### config.mk
export PLATFORM = sky130hd
export DESIGN_NAME = miss_tracker
export DESIGN_NICKNAME = d
export VERILOG_FILES = /design/src/rtl/miss_tracker_pkg.sv /design/src/rtl/miss_tracker_ctrl.sv /design/src/rtl/miss_tracker_dp.sv /design/src/rtl/miss_tracker.sv
export SDC_FILE = /design/constraint.sdc
export NUM_CORES = 2
export LEC_CHECK = 0
export BUFFER_PORTS_ARGS = -buffer_cell sky130_fd_sc_hd__buf_2
export CAP_MARGIN = 20
export CORE_MARGIN = 2
export CORE_UTILIZATION = 35
export CTS_CLUSTER_SIZE = 28
export DETAILED_ROUTE_END_ITERATION = 12
export GPL_TIMING_DRIVEN = 1
export PLACE_DENSITY = 0.61
export SYNTH_ARGS = -nofsm -noshare
export SYNTH_HDL_FRONTEND = slang
export SYNTH_SLANG_ARGS = --single-unit
export TNS_END_PERCENT = 50
### constraint.sdc
create_clock -name clk -period 33.4 [get_ports clk]
set_input_delay 0 -clock clk [delete_from_list [all_inputs] [get_ports clk]]
set_output_delay 0 -clock clk [all_outputs]
set_load 0.01 [all_outputs]
### src/rtl/miss_tracker_pkg.sv
`timescale 1ns/1ps
package miss_tracker_pkg;
  localparam int ENTRIES = 4;
  localparam int TARGETS = 4;
  localparam int IDX_W   = $clog2(ENTRIES);
  localparam int SLOT_W  = $clog2(TARGETS);
  localparam int CNT_W   = $clog2(TARGETS + 1);

  typedef struct packed {
    logic [ENTRIES-1:0] alloc;
    logic [ENTRIES-1:0] append;
    logic [ENTRIES-1:0] fill;
    logic [SLOT_W-1:0]  wrSlot;
    logic               respValid;
    logic [IDX_W-1:0]   respEntry;
    logic [SLOT_W-1:0]  respSlot;
  } strobe_t;
endpackage

### src/rtl/miss_tracker_ctrl.sv
`timescale 1ns/1ps
module miss_tracker_ctrl
  import miss_tracker_pkg::*;
(
  input  logic               clk,
  input  logic               rstN,
  input  logic               reqValid,
  input  logic               fillValid,
  input  logic [ENTRIES-1:0] addrHit,
  input  logic [ENTRIES-1:0] fillHit,
  output logic               stall,
  output strobe_t            st
);
  logic [ENTRIES-1:0] validQ, filledQ;
  logic [CNT_W-1:0]   cntQ [ENTRIES];
  logic [SLOT_W-1:0]  rdQ  [ENTRIES];
  logic [ENTRIES-1:0] liveHit, freeOH, lastOH;
  logic [IDX_W-1:0]   hitIdx;
  logic               anyHit, hitFull, accept;

  always_comb begin
    liveHit = validQ & addrHit;
    anyHit  = |liveHit;
    hitIdx  = '0;
    freeOH  = '0;
    for (int e = ENTRIES - 1; e >= 0; e--) begin
      if (liveHit[e]) hitIdx = IDX_W'(e);
      if (!validQ[e]) freeOH = ENTRIES'(1) << e;
    end
    hitFull = anyHit && (cntQ[hitIdx] == CNT_W'(TARGETS));
    stall   = (&validQ) | (reqValid & hitFull);
    accept  = reqValid & ~stall;

    st        = '0;
    st.alloc  = (accept && !anyHit) ? freeOH : '0;
    st.append = (accept && anyHit) ? liveHit : '0;
    st.fill   = fillValid ? (validQ & ~filledQ & fillHit) : '0;
    st.wrSlot = anyHit ? SLOT_W'(cntQ[hitIdx]) : '0;
    for (int e = ENTRIES - 1; e >= 0; e--) begin
      if (validQ[e] && filledQ[e]) begin
        st.respValid = 1'b1;
        st.respEntry = IDX_W'(e);
      end
    end
    st.respSlot = rdQ[st.respEntry];
    for (int e = 0; e < ENTRIES; e++) begin
      lastOH[e] = st.respValid && (st.respEntry == IDX_W'(e)) &&
                  (CNT_W'(rdQ[e]) + CNT_W'(1) == cntQ[e]) && !st.append[e];
    end
  end

  always_ff @(posedge clk) begin
    if (!rstN) begin
      validQ  <= '0;
      filledQ <= '0;
      for (int e = 0; e < ENTRIES; e++) begin
        cntQ[e] <= '0;
        rdQ[e]  <= '0;
      end
    end else begin
      for (int e = 0; e < ENTRIES; e++) begin
        if (st.alloc[e]) begin
          validQ[e]  <= 1'b1;
          filledQ[e] <= 1'b0;
          cntQ[e]    <= CNT_W'(1);
          rdQ[e]     <= '0;
        end else if (lastOH[e]) begin
          validQ[e]  <= 1'b0;
          filledQ[e] <= 1'b0;
          cntQ[e]    <= '0;
          rdQ[e]     <= '0;
        end else begin
          if (st.fill[e]) filledQ[e] <= 1'b1;
          if (st.append[e]) cntQ[e] <= cntQ[e] + CNT_W'(1);
          if (st.respValid && st.respEntry == IDX_W'(e)) rdQ[e] <= rdQ[e] + SLOT_W'(1);
        end
      end
    end
  end


  single_owner_chk: assert property (@(posedge clk) disable iff (!rstN)
    $onehot0(validQ & addrHit));


  resp_order_chk: assert property (@(posedge clk) disable iff (!rstN)
    (st.respValid && $past(st.respValid) && st.respEntry == $past(st.respEntry))
      |-> st.respSlot == SLOT_W'($past(st.respSlot) + SLOT_W'(1)));

  generate
    for (genvar g = 0; g < ENTRIES; g++) begin : gChk

      tgt_overflow_chk: assert property (@(posedge clk) disable iff (!rstN)
        cntQ[g] <= CNT_W'(TARGETS));

      free_after_resp_chk: assert property (@(posedge clk) disable iff (!rstN)
        $fell(validQ[g]) |-> $past(st.respValid && st.respEntry == IDX_W'(g)));
    end
  endgenerate
endmodule

### src/rtl/miss_tracker_dp.sv
`timescale 1ns/1ps
module miss_tracker_dp
  import miss_tracker_pkg::*;
#(
  parameter int ADDR_W = 26,
  parameter int WORD_W = 32,
  parameter int WORDS  = 8,
  parameter int TAG_W  = 6,
  localparam int OFF_W  = $clog2(WORDS),
  localparam int LINE_W = WORDS * WORD_W
) (
  input  logic               clk,
  input  logic               rstN,
  input  strobe_t            st,
  input  logic [ADDR_W-1:0]  reqAddr,
  input  logic [OFF_W-1:0]   reqWord,
  input  logic [TAG_W-1:0]   reqTag,
  input  logic [ADDR_W-1:0]  fillAddr,
  input  logic [LINE_W-1:0]  fillData,
  output logic [ENTRIES-1:0] addrHit,
  output logic [ENTRIES-1:0] fillHit,
  output logic               memReqValid,
  output logic [ADDR_W-1:0]  memReqAddr,
  output logic [TAG_W-1:0]   respTag,
  output logic [OFF_W-1:0]   respWord,
  output logic [WORD_W-1:0]  respData
);
  logic [ADDR_W-1:0] addrQ [ENTRIES];
  logic [LINE_W-1:0] lineQ [ENTRIES];
  logic [TAG_W-1:0]  tagQ  [ENTRIES][TARGETS];
  logic [OFF_W-1:0]  wordQ [ENTRIES][TARGETS];

  generate
    for (genvar g = 0; g < ENTRIES; g++) begin : gCmp
      assign addrHit[g] = (addrQ[g] == reqAddr);
      assign fillHit[g] = (addrQ[g] == fillAddr);
    end
  endgenerate

  always_ff @(posedge clk) begin
    for (int e = 0; e < ENTRIES; e++) begin
      if (st.alloc[e]) addrQ[e] <= reqAddr;
      if (st.alloc[e] || st.append[e]) begin
        tagQ[e][st.wrSlot]  <= reqTag;
        wordQ[e][st.wrSlot] <= reqWord;
      end
      if (st.fill[e]) lineQ[e] <= fillData;
    end
  end

  always_ff @(posedge clk) begin
    if (!rstN) begin
      memReqValid <= 1'b0;
      memReqAddr  <= '0;
    end else begin
      memReqValid <= |st.alloc;
      if (|st.alloc) memReqAddr <= reqAddr;
    end
  end

  assign respTag  = tagQ[st.respEntry][st.respSlot];
  assign respWord = wordQ[st.respEntry][st.respSlot];
  assign respData = lineQ[st.respEntry][respWord * WORD_W +: WORD_W];
endmodule

### src/rtl/miss_tracker.sv
`timescale 1ns/1ps
module miss_tracker
  import miss_tracker_pkg::*;
#(
  parameter int ADDR_W = 26,
  parameter int WORD_W = 32,
  parameter int WORDS  = 8,
  parameter int TAG_W  = 6,
  localparam int OFF_W  = $clog2(WORDS),
  localparam int LINE_W = WORDS * WORD_W
) (
  input  logic              clk,
  input  logic              rstN,
  input  logic              reqValid,
  input  logic [ADDR_W-1:0] reqAddr,
  input  logic [OFF_W-1:0]  reqWord,
  input  logic [TAG_W-1:0]  reqTag,
  output logic              stall,
  output logic              memReqValid,
  output logic [ADDR_W-1:0] memReqAddr,
  input  logic              fillValid,
  input  logic [ADDR_W-1:0] fillAddr,
  input  logic [LINE_W-1:0] fillData,
  output logic              respValid,
  output logic [TAG_W-1:0]  respTag,
  output logic [OFF_W-1:0]  respWord,
  output logic [WORD_W-1:0] respData
);
  strobe_t            st;
  logic [ENTRIES-1:0] addrHit, fillHit;

  miss_tracker_ctrl i_ctrl (
    .clk(clk), .rstN(rstN), .reqValid(reqValid), .fillValid(fillValid),
    .addrHit(addrHit), .fillHit(fillHit), .stall(stall), .st(st)
  );

  miss_tracker_dp #(
    .ADDR_W(ADDR_W), .WORD_W(WORD_W), .WORDS(WORDS), .TAG_W(TAG_W)
  ) i_dp (
    .clk(clk), .rstN(rstN), .st(st), .reqAddr(reqAddr), .reqWord(reqWord),
    .reqTag(reqTag), .fillAddr(fillAddr), .fillData(fillData),
    .addrHit(addrHit), .fillHit(fillHit), .memReqValid(memReqValid),
    .memReqAddr(memReqAddr), .respTag(respTag), .respWord(respWord),
    .respData(respData)
  );

  assign respValid = st.respValid;


  memreq_cause_chk: assert property (@(posedge clk) disable iff (!rstN)
    memReqValid |-> $past(reqValid && !stall));


  stall_blocks_alloc_chk: assert property (@(posedge clk) disable iff (!rstN)
    stall |=> !memReqValid);
endmodule

==> impl_metrics.toml <==
[outcome]
outcome = "complete, no violations"

[timing]
maxSlewHeadroom = 0.2375
worst_pin_slew_ns = 1.144
hold_viol_final = 0
slew_viol_final = 0
post-route-period-util = 0.2090
fmax_mhz = 143.3
timing.final.crit_period_ns = 6.979
rsz0062_at_grt = "false"
tns_ns = 0
skew_ns = 0.06207
setup_violations = 0

[placed_design]
hpwl_mm = 104.2
portBuffers = 390
place_congestion = 0.8687

[die]
io_pins = 391
start_util = 0.3520
fp.dieH_um = 394.6
die_area_um2 = 155700
die_width_um = 394.6
core_area_um2 = 151700
rows = 143

[global_routing]
grt_use_met3 = 0.04756
grt_max_degree = 130
grt-busiest-layer = "met2"
grt_pass1_wl_mm = 232.0
grt_overflow = 0
grt.total_usage = 0.2022
grt_use_met1 = 0.2859
antenna_found_initial = 68
grt_pass1_vias = 32440
grtUsageMet2 = 0.3129

[routing]
wl_per_cell_um = 26.82
drc = 0
wl_mm = 162.3
antenna_left = 0
drt_first_pass_iters = 10
vias = 32960
routed_via_density = 5.448
drt_iter0_markers = 4213

[setup_path]
r2r_cells = 8
critPathBufInv = 5
r2r_setup_slack_ns = 28.17
path_delay_family = "buffers and inverters"
crit_type = "flip-flop to output pin"
worstReg2RegEnd = "i_dp.lineQ[1][194]"
crit_chain = "nand2_1 -> nand3_1 -> a21oi_4 -> buf_12 -> buf_4 -> buf_4 -> mux2_2 -> a222oi_1 -> buf_4 -> mux2i_1 -> mux2i_1 -> o22ai_1 -> buf_2"
crit_path_frequent_cell = "buf_4"
worstPathArrival_ns = 6.98
path_max_fanout = 112
critPathRequiredTime_ns = 33.40
crit-reg2reg-launch = "i_dp.addrQ[1][13]"
cpPeakStageDelay_ns = 0.80
setup.worst_path.start = "i_ctrl.validQ[2]"
critPathSlowestCell = "a21oi_4"
start_kind = "flip-flop"
cp-end-kind = "output pin"

[cells_and_area]
syn2layout_area_growth_pct = 25.05
final_cell_mix = "edfxtp_1 (1292), dlygate4sd3_1 (427), buf_2 (390)"
finalNetCount = 4194
utilization = 0.4402
final_common_cell = "edfxtp_1"
multi_input_area_um2 = 12970
fill_cells = 13490
drive_gt1_frac = 0.2388
regArea_um2 = 39500

[synth]
postSynthCellCount = 3035
synth-edff-count = 1292
ys_types = 68
syn_area_um2 = 53410
yosysSeqAreaShare = 0.7396
syn-num-nets = 3364
ys_ff_latch = 1327
yosysWarnings = 0
syn_avg_cell_area_um2 = 17.60
synth_ff_type = "edfxtp_1"
synthArstFlopShare = 0

[cts]
cts_sinks = 1327
h-tree-depth = 4
clk_latency_ns = 0.79
cts_resized = 0
cts_buffers = 144
cts_tree = "done"
clkTransAtPathRegs_ns = 0.06
cts_buffer_depth = 3
root_buffer = "clkbuf_16"

[pwr]
powerDensity_nw_per_um2 = 53.78
p_leak_nw = 22.24
peakVddDrop_mv = 0.03673

[hold_path]
worstHoldStart = "fillData[4]"
min_to = "i_dp.lineQ[3][4]"
hold_depth = 2
hold_path.class = "input port to flip-flop"

[job]
cap_violations = 0
per-stage QoR:
| step | cells | area (µm²) | power (mW) | hold WS [ns] | setup slack (ns) |
|---|---|---|---|---|---|
| 6_report | 6050 | 66790 | 3.592 | 0.04095 | 26.42 |
| 5_1_grt | 6023 | 66720 | 3.691 | 0.001085 | 26.21 |
| 4_1_cts | 6004 | 66640 | 3.616 | 0.0006893 | 26.40 |
| 3_5_place_dp | 5317 | 57800 | 2.035 | 0.2167 | 27.28 |
| 3_3_place_gp | 5311 | 57730 | 2.032 | 0.2137 | 27.25 |
| 2_1_floorplan | 3035 | 53410 | 1.950 | 0.09887 | 6.779 |
state kept, by name (all words and copies together) (netlist names):
signal            cells
i_ctrl.cntQ          12
i_dp.wordQ           48
i_ctrl.rdQ            8
i_ctrl.filledQ        4
i_ctrl.validQ         4
i_dp.addrQ          104
i_dp.memReqValid      1
i_dp.lineQ         1024
i_dp.memReqAddr      26
i_dp.tagQ            96
repair_timing:
action	4_1_cts	5_1_grt
hold buffers	427	0
hold endpoints to repair	1340	0
buffers inserted	0	0
worst register-to-register path, cell delays in order, from the launching register on:
cell and delay [ns]:
edfxtp_1 0.41, xor2_1 0.22, nor4_1 0.58, nand4_1 0.30
nor3_2 0.19, buf_4 0.65, buf_4 0.81, buf_4 0.83
buf_4 0.79
routing by layer:
layer / vias up / wire length (µm)
met3: 262 / 13860
met5: - / 218
met2: 1571 / 74930
li1: 14230 / -
met1: 16860 / 69460
met4: 36 / 3819
worst max-delay path by stage:
| stage | endpoint | cells past startpoint |
|---|---|---|
| after floorplan | i_dp.lineQ[2][0] | 5 |
| after global placement | respData[31] | 13 |
| after detailed placement | respData[15] | 13 |
| after CTS | respData[15] | 13 |
| after global routing | respData[31] | 13 |
| final | respData[31] | 13 |
where the power goes:
part	switching [mW]	internal, mW
Clock	0.667	0.875
Combinational	0.121	0.0885
Sequential	0.00622	1.83
Total	0.794	2.80
cells in the mapped netlist (27+ instances only):
| library cell | n | area [µm²] |
|---|---|---|
| o22ai_1 | 33 | 206.5 |
| a221o_1 | 32 | 320.3 |
| a22oi_1 | 37 | 277.8 |
| nor2_1 | 38 | 142.6 |
| nand4_1 | 49 | 306.5 |
| mux2i_1 | 264 | 2643 |
| xor2_1 | 86 | 753.2 |
| a222oi_1 | 220 | 2202 |
| nor4_1 | 32 | 200.2 |
| mux2_2 | 228 | 2567 |
| buf_2 | 40 | 200.2 |
| a21oi_1 | 27 | 135.1 |
| edfxtp_1 | 1292 | 38800 |
| dfxtp_1 | 35 | 700.7 |
| o21ai_0 | 40 | 200.2 |
| clkbuf_1 | 166 | 623.1 |
| nand3_1 | 32 | 160.2 |
| nand2_1 | 62 | 232.7 |
| xnor2_1 | 139 | 1217 |
logic make-up after synthesis:
| logic type | count (synthesis) | synth area share |
|---|---|---|
| buf+inv | 245 | 0.01921 |
| fa+ha+maj | 8 | 0.001874 |
| simple gates | 271 | 0.02664 |
| flops | 1327 | 0.7396 |
| xor+xnor | 225 | 0.03690 |
| compound gates | 467 | 0.07825 |
| mux | 492 | 0.09755 |
layout make-up:
cell class,instances,share of cell area
Sequential cell,1327,0.5914
Multi-Input combinational cell,1463,0.1943
Timing Repair Buffer,908,0.1052
Clock buffer,187,0.05759
Tap cell,2030,0.03803
Clock inverter,73,0.01077
Antenna cell,41,0.001536
Inverter,21,0.001218
Note: power is estimated with default switching activity, not from simulation.
